## src/rtl/spi_regport_pkg.sv

```systemverilog
package spi_regport_pkg;

    localparam int BYTE_W    = 8;
    localparam int BIT_CNT_W = $clog2(BYTE_W);

    typedef logic [BYTE_W-1:0] byte_t;

    localparam byte_t CMD_WRITE = 8'hD4;
    localparam byte_t CMD_READ  = 8'hD5;

    typedef enum logic [2:0] {
        PH_IDLE,
        PH_CMD,
        PH_ADDR,
        PH_WDATA,
        PH_RDATA,
        PH_SKIP
    } phase_e;

    typedef struct packed {
        logic sel;
        logic sck;
        logic mosi;
    } pins_t;

    typedef struct packed {
        logic sel_rise;
        logic sel_fall;
        logic sck_rise;
        logic sck_fall;
    } edges_t;

    localparam pins_t PINS_IDLE = '{sel: 1'b1, sck: 1'b0, mosi: 1'b0};

    function automatic phase_e phase_after_cmd(byte_t cmd);
        if (cmd == CMD_WRITE)     return PH_ADDR;
        else if (cmd == CMD_READ) return PH_RDATA;
        else                      return PH_SKIP;
    endfunction

endpackage

```

## src/rtl/spi_pin_sync.sv

```systemverilog
module spi_pin_sync
    import spi_regport_pkg::*;
#(
    parameter int STAGES = 2
) (
    input  logic   clk,
    input  logic   rst,
    input  pins_t  raw,
    output pins_t  level,
    output edges_t edg
);
    localparam int DEPTH = STAGES + 1;

    pins_t chain [DEPTH];

    always_ff @(posedge clk) begin
        if (rst) chain[0] <= PINS_IDLE;
        else     chain[0] <= raw;
    end

    for (genvar g = 1; g < DEPTH; g++) begin : g_stage
        always_ff @(posedge clk) begin
            if (rst) chain[g] <= PINS_IDLE;
            else     chain[g] <= chain[g-1];
        end
    end

    pins_t prev;
    assign level = chain[STAGES-1];
    assign prev  = chain[STAGES];

    always_comb begin
        edg.sel_rise = level.sel  & ~prev.sel;
        edg.sel_fall = ~level.sel & prev.sel;
        edg.sck_rise = level.sck  & ~prev.sck;
        edg.sck_fall = ~level.sck & prev.sck;
    end

endmodule

```

## src/rtl/spi_mode_latch.sv

```systemverilog
module spi_mode_latch #(
    parameter int PULSES = 3
) (
    input  logic clk,
    input  logic rst,
    input  logic pwr_down,
    input  logic sel_rise,
    output logic mode_on
);
    localparam int CW = $clog2(PULSES + 1);
    localparam logic [CW-1:0] LAST = CW'(PULSES - 1);

    logic [CW-1:0] seen;

    always_ff @(posedge clk) begin
        if (rst || pwr_down) begin
            seen    <= '0;
            mode_on <= 1'b0;
        end else if (!mode_on && sel_rise) begin
            if (seen == LAST) mode_on <= 1'b1;
            seen <= seen + 1'b1;
        end
    end

endmodule

```

## src/rtl/spi_frame_engine.sv

```systemverilog
module spi_frame_engine
    import spi_regport_pkg::*;
(
    input  logic   clk,
    input  logic   rst,
    input  logic   mode_on,
    input  pins_t  level,
    input  edges_t edg,
    input  byte_t  reg_rdata,
    output logic   reg_we,
    output byte_t  reg_addr,
    output byte_t  reg_wdata,
    output logic   miso,
    output logic   miso_oe
);
    localparam logic [BIT_CNT_W-1:0] LAST_BIT = BIT_CNT_W'(BYTE_W - 1);

    phase_e                 ph;
    byte_t                  shreg;
    byte_t                  txreg;
    byte_t                  addr;
    byte_t                  wdata_q;
    logic [BIT_CNT_W-1:0]   bitcnt;
    logic                   we_q;
    logic                   load_pend;
    logic                   miso_q;
    byte_t                  rx_byte;

    assign rx_byte = {shreg[BYTE_W-2:0], level.mosi};

    always_ff @(posedge clk) begin
        if (rst) begin
            ph        <= PH_IDLE;
            shreg     <= '0;
            txreg     <= '0;
            addr      <= '0;
            wdata_q   <= '0;
            bitcnt    <= '0;
            we_q      <= 1'b0;
            load_pend <= 1'b0;
            miso_q    <= 1'b0;
        end else begin
            we_q      <= 1'b0;
            load_pend <= 1'b0;
            if (we_q)      addr  <= addr + 1'b1;
            if (load_pend) txreg <= reg_rdata;

            if (!mode_on || level.sel) begin
                ph     <= PH_IDLE;
                bitcnt <= '0;
            end else if (ph == PH_IDLE) begin
                if (edg.sel_fall) begin
                    ph     <= PH_CMD;
                    bitcnt <= '0;
                end
            end else begin
                if (edg.sck_rise) begin
                    shreg  <= rx_byte;
                    bitcnt <= bitcnt + 1'b1;
                    if (bitcnt == LAST_BIT) begin
                        unique case (ph)
                            PH_CMD: begin
                                ph <= phase_after_cmd(rx_byte);
                                if (phase_after_cmd(rx_byte) == PH_RDATA)
                                    load_pend <= 1'b1;
                            end
                            PH_ADDR: begin
                                addr <= rx_byte;
                                ph   <= PH_WDATA;
                            end
                            PH_WDATA: begin
                                we_q    <= 1'b1;
                                wdata_q <= rx_byte;
                            end
                            PH_RDATA: begin
                                addr      <= addr + 1'b1;
                                load_pend <= 1'b1;
                            end
                            default: ;
                        endcase
                    end
                end
                if (edg.sck_fall && ph == PH_RDATA) begin
                    if (bitcnt == '0) begin
                        miso_q <= txreg[BYTE_W-1];
                    end else begin
                        miso_q <= txreg[BYTE_W-2];
                        txreg  <= txreg << 1;
                    end
                end
            end
        end
    end

    assign reg_we    = we_q;
    assign reg_addr  = addr;
    assign reg_wdata = wdata_q;
    assign miso      = miso_q;
    assign miso_oe   = mode_on && !level.sel && (ph == PH_RDATA);

endmodule

```

## src/rtl/spi_regport.sv

```systemverilog
module spi_regport
    import spi_regport_pkg::*;
#(
    parameter int ENTRY_PULSES = 3,
    parameter int SYNC_STAGES  = 2
) (
    input  logic              clk,
    input  logic              rst,
    input  logic              pwr_down,
    input  logic              sel_n,
    input  logic              sck,
    input  logic              mosi,
    output logic              miso,
    output logic              miso_oe,
    output logic              reg_we,
    output logic [BYTE_W-1:0] reg_addr,
    output logic [BYTE_W-1:0] reg_wdata,
    input  logic [BYTE_W-1:0] reg_rdata
);
    pins_t  raw_pins;
    pins_t  level;
    edges_t edg;
    logic   mode_on;
    logic   sel_rise;

    assign raw_pins = '{sel: sel_n, sck: sck, mosi: mosi};
    assign sel_rise = edg.sel_rise;

    spi_pin_sync #(.STAGES(SYNC_STAGES)) u_sync (
        .clk   (clk),
        .rst   (rst),
        .raw   (raw_pins),
        .level (level),
        .edg   (edg)
    );

    spi_mode_latch #(.PULSES(ENTRY_PULSES)) u_mode (
        .clk      (clk),
        .rst      (rst),
        .pwr_down (pwr_down),
        .sel_rise (sel_rise),
        .mode_on  (mode_on)
    );

    spi_frame_engine u_frame (
        .clk       (clk),
        .rst       (rst),
        .mode_on   (mode_on),
        .level     (level),
        .edg       (edg),
        .reg_rdata (reg_rdata),
        .reg_we    (reg_we),
        .reg_addr  (reg_addr),
        .reg_wdata (reg_wdata),
        .miso      (miso),
        .miso_oe   (miso_oe)
    );

endmodule

```

## config.mk

```make
export PLATFORM = sky130hd
export DESIGN_NAME = spi_regport
export DESIGN_NICKNAME = d
export VERILOG_FILES = /design/src/rtl/spi_regport_pkg.sv /design/src/rtl/spi_pin_sync.sv /design/src/rtl/spi_mode_latch.sv /design/src/rtl/spi_frame_engine.sv /design/src/rtl/spi_regport.sv
export SDC_FILE = /design/constraint.sdc
export NUM_CORES = 1
export LEC_CHECK = 0
export BUFFER_PORTS_ARGS = -buffer_cell sky130_fd_sc_hd__clkbuf_2
export CORE_ASPECT_RATIO = 2
export CORE_MARGIN = 3
export CORE_UTILIZATION = 56
export DETAILED_ROUTE_END_ITERATION = 8
export GPL_ROUTABILITY_DRIVEN = 0
export PLACE_DENSITY = 0.78
export SLEW_MARGIN = 20
export SYNTH_ARGS = -nofsm -noshare
export SYNTH_HDL_FRONTEND = slang
export SYNTH_SLANG_ARGS = --single-unit
```

## constraint.sdc

```tcl
create_clock -name clk -period 2.3 [get_ports clk]
set_clock_uncertainty 0.05 [all_clocks]
set_input_delay 0.46 -clock clk [delete_from_list [all_inputs] [get_ports clk]]
set_output_delay 0.46 -clock clk [all_outputs]
set_load 0.01 [all_outputs]
```

# After elaboration in Yosys (flattened, before gate mapping)
# Memories as Yosys holds them, arrays and structs flattened.
# Cells that the tools add are included.
[word_totals]
ramBits = 9
ff_bits = 43
mem_count = 1
word_cells = 98
out_inout_bits = 19
[op_classes]
add_sub_neg = 3
mux = 37
bitwise = 15
reduce_logical = 21
eq_ne = 10
[mem_list]
columns = ["memory", "words", "width", "read_ports", "rd_clocked_by_memory_dff", "write_ports", "line", "source"]
rows = [
  ["u_sync.chain", 3, 3, 3, 0, 3, "spi_pin_sync.sv:14", "pins_t chain [DEPTH];"],
]
[ops]
columns = ["op", "count"]
rows = [
  ["$mux 8", 10],
  ["$mux 3", 17],
  ["$eq 8x8->1 const B", 2],
  ["$pmux 8 s2", 1],
  ["$eq 3x3->1 const B", 3],
  ["$add 8x1->8 const B", 1],
  ["$not 1->1", 8],
  ["$mux 1", 7],
  ["$eq 3x2->1 const B", 2],
  ["$logic_not 3->1", 2],
  ["$pmux 3 s2", 1],
  ["$reduce_and 3->1", 2],
  ["$reduce_and 5->1", 1],
  ["$reduce_or 5->1", 1],
  ["$and 1x1->1", 4],
  ["$logic_and 1x1->1", 4],
  ["$reduce_and 2->1", 2],
  ["$reduce_and 4->1", 1],
  ["$reduce_bool 2->1", 2],
  ["$add 3x1->3 const B", 1],
  ["$eq 3x1->1 const B", 1],
  ["$or 1x1->1", 3],
  ["$reduce_bool 3->1", 1],
  ["$add 2x1->2 const B", 1],
  ["6 further kinds", 8],
]

# Longest topological paths before layout
# An unclocked memory read counts as a cell.
[depth]
depth_word = 13
mapped_depth = 7
mapped_depth_nobuf = 6

# Cells and area by module
# From an unflattened synthesis, not the netlist that was laid out.
[unflattened]
hier_cells = 251
area_unflattened_um2 = 2366.0
[by_module_without_submodules]
columns = ["module", "n_inst", "area_each_um2", "cells_each", "seq_area_each_um2"]
rows = [
  ["spi_frame_engine", 1, 1995.7, 219, 800.8],
  ["spi_pin_sync", 1, 235.2, 20, 160.2],
  ["spi_mode_latch", 1, 135.1, 12, 60.1],
]

# Worst setup path before layout
# No wires, ideal clock.
[synth_timing]
kind = "reg2reg"
from = "register u_frame.bitcnt[0]"
to = "register u_frame.wdata_q[0] (netlist: u_frame.reg_wdata[0])"
t_arrival_ns = 1.645
setup_ns = 0.128
slack_ns = 0.477
path_stages_with_launch = 8
cell_sequence = "dfxtp_1 ha_1 ha_1 nand4b_4 or4b_1 buf_6 mux2i_1 nor2_1"
[synth_via]
elab_chain_len = 2
[synth_rtl]
columns = ["element", "line", "source"]
rows = [
  ["start, declared", "spi_frame_engine.sv:23", "logic [BIT_CNT_W-1:0] bitcnt;"],
  ["start signal, assigned", "spi_frame_engine.sv:59", "bitcnt <= bitcnt + 1'b1;"],
  ["$eq 3x3->1", "spi_frame_engine.sv:60", "if (bitcnt == LAST_BIT) begin"],
  ["$reduce_and 5->1 (no line)", "-", ""],
  ["end signal, assigned", "spi_frame_engine.sv:73", "wdata_q <= rx_byte;"],
  ["end, declared", "spi_frame_engine.sv:22", "byte_t wdata_q;"],
]
# No other way between the ends.
# A chain may end at the register's enable or synchronous reset.

# Worst setup path in the final report
[layout_timing]
from = "register u_frame.bitcnt[0]"
to = "register u_frame.wdata_q[1] (netlist: u_frame.reg_wdata[1])"
# The elaborated chain is that of the path after synthesis.

==> run_summary.xml <==
<?xml version="1.0" encoding="UTF-8"?>
<metrics>
  <group name="route">
    <metric name="drt-pass1-iter-count" unit="">5</metric>
    <metric name="num_vias" unit="">1939</metric>
    <metric name="totalWireLength" unit="um">5020</metric>
    <metric name="post_drt_via_cell_ratio" unit="">5.79</metric>
    <metric name="drtIter0Drc" unit="">56</metric>
    <metric name="wire_per_inst" unit="um">15.0</metric>
    <metric name="detail_route.drc_violations" unit="">0</metric>
    <metric name="antenna_violation_net_count_after_detailed_routing" unit="">0</metric>
  </group>
  <group name="synth">
    <metric name="compound_gate_portion_of_the_synthesized_area" unit="%">11.3</metric>
    <metric name="yosysUniqueCellTypes" unit="">50</metric>
    <metric name="ys_top_cells_by_area" unit="">dfxtp_1 (43%), mux2i_1 (10%), nor2_1 (5.8%)</metric>
    <metric name="synth_simple_gate_area_share" unit="%">24.1</metric>
    <metric name="synth-main-ff-cell" unit="">dfxtp_1</metric>
    <metric name="netlist_instances" unit="">251</metric>
    <metric name="synth_top_cells_by_count" unit="">dfxtp_1 (51), nor2_1 (37), mux2i_1 (25)</metric>
    <metric name="yosys_warnings" unit="">0</metric>
    <metric name="synth_fa_ha_area_share" unit="%">2.62</metric>
    <metric name="synth_xor_xnor_area_share" unit="%">3.66</metric>
    <metric name="yosysTopAreaCell" unit="">dfxtp_1</metric>
    <metric name="postSynth.asyncResetShare" unit="%">0</metric>
    <metric name="synthesis.area" unit="um^2">2390</metric>
    <metric name="sequential_share_of_the_synthesized_area" unit="%">42.7</metric>
    <metric name="yosys.cell_count.top_type" unit="">dfxtp_1</metric>
    <metric name="post_synth.cell_area_avg" unit="um^2">9.53</metric>
    <metric name="postSynthNetCount" unit="">270</metric>
    <metric name="synthMuxAreaShare" unit="%">11.4</metric>
    <metric name="post-synth-top-area-fraction" unit="%">42.7</metric>
    <metric name="synth_top_family_by_area" unit="">simple AND/OR/NAND/NOR gates</metric>
    <metric name="number_of_enable_type_register_cells_in_the_synthesized_netlist" unit="">0</metric>
    <metric name="ys_ff_latch" unit="">51</metric>
  </group>
  <group name="sta">
    <metric name="grt_setup_unrepaired" unit="">no</metric>
    <metric name="layout_worst_path_cycle_share" unit="%">94.0</metric>
    <metric name="max_freq" unit="MHz">462</metric>
    <metric name="fin_crit" unit="ns">2.16</metric>
    <metric name="final_max_slew_viol_count" unit="">0</metric>
    <metric name="relSlewSlack" unit="%">65.4</metric>
    <metric name="transition_time_at_the_pin_with_the_least_slew_margin" unit="ns">0.518</metric>
    <metric name="timing.final.ws_setup" unit="ns">0.138</metric>
    <metric name="holdWs" unit="ns">0.284</metric>
    <metric name="setup_total_negative_slack" unit="ns">0</metric>
    <metric name="setup_violations" unit="">0</metric>
    <metric name="timing.final.hold_violations" unit="">0</metric>
  </group>
  <group name="clocking">
    <metric name="buffer_levels_on_the_longest_clock_path" unit="">2</metric>
    <metric name="clock_latency_reported_for_the_late_side_of_the_worst_skew_pair" unit="ns">0.30</metric>
    <metric name="cts_tree" unit="">done</metric>
    <metric name="post_cts_resized" unit="">0</metric>
    <metric name="tritoncts.num_buffers" unit="">5</metric>
    <metric name="clock-sinks" unit="">51</metric>
    <metric name="clk_pin_slew_worst_paths" unit="ns">0.09</metric>
    <metric name="clock_tree.root_cell" unit="">clkbuf_8</metric>
    <metric name="cts_hold_buf" unit="">0</metric>
    <metric name="cts_htree_levels" unit="">2</metric>
    <metric name="postCtsSetupBuffers" unit="">0</metric>
  </group>
  <group name="flow_run">
    <metric name="max_cap_violations" unit="">0</metric>
  </group>
  <group name="critical_path">
    <metric name="critPathKind" unit="">reg -&gt; reg</metric>
    <metric name="rr_endpoint" unit="">u_frame.reg_wdata[1]$_SDFFE_PP0P_</metric>
    <metric name="timing.critical_path.fanout_max" unit="">8</metric>
    <metric name="critPathLaunchType" unit="">flip-flop</metric>
    <metric name="reg2reg_setup_slack" unit="ns">0.14</metric>
    <metric name="crit_required" unit="ns">2.44</metric>
    <metric name="cp.arrival" unit="ns">2.30</metric>
    <metric name="rr_worst_depth" unit="">6</metric>
    <metric name="critical_path.endpoint_type" unit="">flip-flop</metric>
    <metric name="r2r_start" unit="">u_frame.bitcnt[0]$_SDFFE_PP0P_</metric>
  </group>
  <group name="global_route">
    <metric name="grt_first_pass_wirelength" unit="um">8350</metric>
    <metric name="largest_net_degree_at_the_start_of_global_routing" unit="">38</metric>
    <metric name="first_global_vias" unit="">1883</metric>
    <metric name="grt_antenna_before_repair" unit="">0</metric>
    <metric name="overflow" unit="">0</metric>
    <metric name="grtUsageTotal" unit="%">21.2</metric>
  </group>
  <group name="power_and_ir_drop">
    <metric name="design_power_total" unit="mW">1.44</metric>
    <metric name="leakage" unit="nW">1.09</metric>
    <metric name="peak_vdd_ir" unit="mV">0.448</metric>
    <metric name="pwr_density_cell" unit="nW/um^2">540</metric>
  </group>
  <group name="placement">
    <metric name="dpl_worst_slack" unit="ns">0.168</metric>
    <metric name="port-buffer-count" unit="">32</metric>
    <metric name="post-dp-hpwl" unit="um">3810</metric>
  </group>
  <group name="die">
    <metric name="initial_utilization" unit="%">58.5</metric>
    <metric name="fp.dieW" unit="um">52.2</metric>
    <metric name="die-area" unit="um^2">5140</metric>
    <metric name="die-height" unit="um">98.4</metric>
    <metric name="coreArea" unit="um^2">4090</metric>
    <metric name="io_pins" unit="">33</metric>
    <metric name="row_cnt" unit="">33</metric>
  </group>
  <group name="layout">
    <metric name="antennaDiodeCount" unit="">0</metric>
    <metric name="area.growth.synth_to_final" unit="%">11.7</metric>
    <metric name="layout.core_utilization" unit="%">65.4</metric>
    <metric name="nNetsFinal" unit="">301</metric>
    <metric name="num-fill-cells" unit="">364</metric>
    <metric name="layout-drive-gt1-share" unit="%">19.4</metric>
  </group>
  <group name="min_path">
    <metric name="holdCritStartpoint" unit="">sel_n</metric>
    <metric name="holdPathEnd" unit="">u_sync.chain[0][2]$_SDFF_PP1_</metric>
    <metric name="min-delay-path-class" unit="">in -&gt; reg</metric>
    <metric name="worst_hold_path.num_cells" unit="">2</metric>
  </group>
  <group name="run_status">
    <metric name="status" unit="">finished clean</metric>
  </group>
</metrics>
## metrics by stage
step	std cells	cell area, um^2
after floorplan	251	2390
after global placement	327	2580
after detailed placement	327	2580
after CTS	335	2670
after global routing	335	2670
final	335	2670
## report_power, final
part	switching (mW)	internal, mW
clock	0.292	0.219
combinational	0.0204	0.0185
sequential	0.00507	0.888
## sequential cells by signal (all words and copies together), names as in the netlist
register	cells
u_frame.shreg	7
u_frame.bitcnt	3
u_sync.chain	8
u_frame.ph	3
u_frame.reg_wdata	8
u_frame.miso	1
u_frame.load_pend	1
u_frame.reg_we	1
u_frame.txreg	8
u_frame.reg_addr	8
u_mode.seen	2
u_mode.mode_on	1
## cell usage in the layout (no fill, tap or decap), types with 6 or more instances in the layout
cell type / instances
dfxtp_1: 51
nor2_1: 37
clkbuf_2: 32
mux2i_1: 25
nor2b_1: 9
inv_1: 8
a211oi_1: 8
xnor2_1: 7
nand2b_1: 7
nand2_1: 6
a21oi_1: 6
a22oi_1: 6
## layout make-up
cell class	count	area, um^2	share of cell area [%]
tap	52	65.1	2.43
timing repair buffer	37	198	7.40
clock inverter	2	16.3	0.609
multi-input combinational	179	1270	47.5
sequential	51	1020	38.2
inverter	8	30.0	1.12
clock buffer	6	72.6	2.72
## worst max-delay path by stage
| stage | startpoint | endpoint | slack (ns) |
|---|---|---|---|
| 3_3_place_gp | u_frame.bitcnt[0]$_SDFFE_PP0P_ | u_frame.reg_wdata[0]$_SDFFE_PP0P_ | 0.22 |
| 6_report | u_frame.bitcnt[0]$_SDFFE_PP0P_ | u_frame.reg_wdata[1]$_SDFFE_PP0P_ | 0.14 |
| 5_1_grt | u_frame.bitcnt[0]$_SDFFE_PP0P_ | u_frame.reg_wdata[4]$_SDFFE_PP0P_ | 0.01 |
| 2_1_floorplan | u_frame.bitcnt[0]$_SDFFE_PP0P_ | u_frame.reg_wdata[0]$_SDFFE_PP0P_ | 0.48 |
| 4_1_cts | u_frame.bitcnt[0]$_SDFFE_PP0P_ | u_frame.reg_wdata[1]$_SDFFE_PP0P_ | 0.15 |
| 3_5_place_dp | u_frame.bitcnt[0]$_SDFFE_PP0P_ | u_frame.reg_wdata[1]$_SDFFE_PP0P_ | 0.17 |
## metal layers
layer  share of wire (%)  routed length (um)  vias to the layer above  GRT usage (%)
met5                   0                   0                        -              0
met4                 3.1                 155                        0           10.2
met3                 3.5                 175                       15           3.63
met2                  57                2880                       51           39.2
met1                  36                1810                      914           21.6
li1                    -                   -                      959              -
## critical path, stage by stage, from the launching register on
cell and delay (ns):
dfxtp_1 0.38, ha_1 0.18, ha_1 0.26, nand4b_4 0.13, or4b_1 0.74, mux2i_1 0.25
nor2_1 0.05
## logic make-up after synthesis
family | count (synthesis)
AOI/OAI and AO/OA | 38
xor gates and xnor gates | 10
adders and majority gates | 5
buffers and inverters | 21
DFF | 51
muxes | 27
and+or+nand+nor | 99
Note: power is estimated with default switching activity, not from simulation.
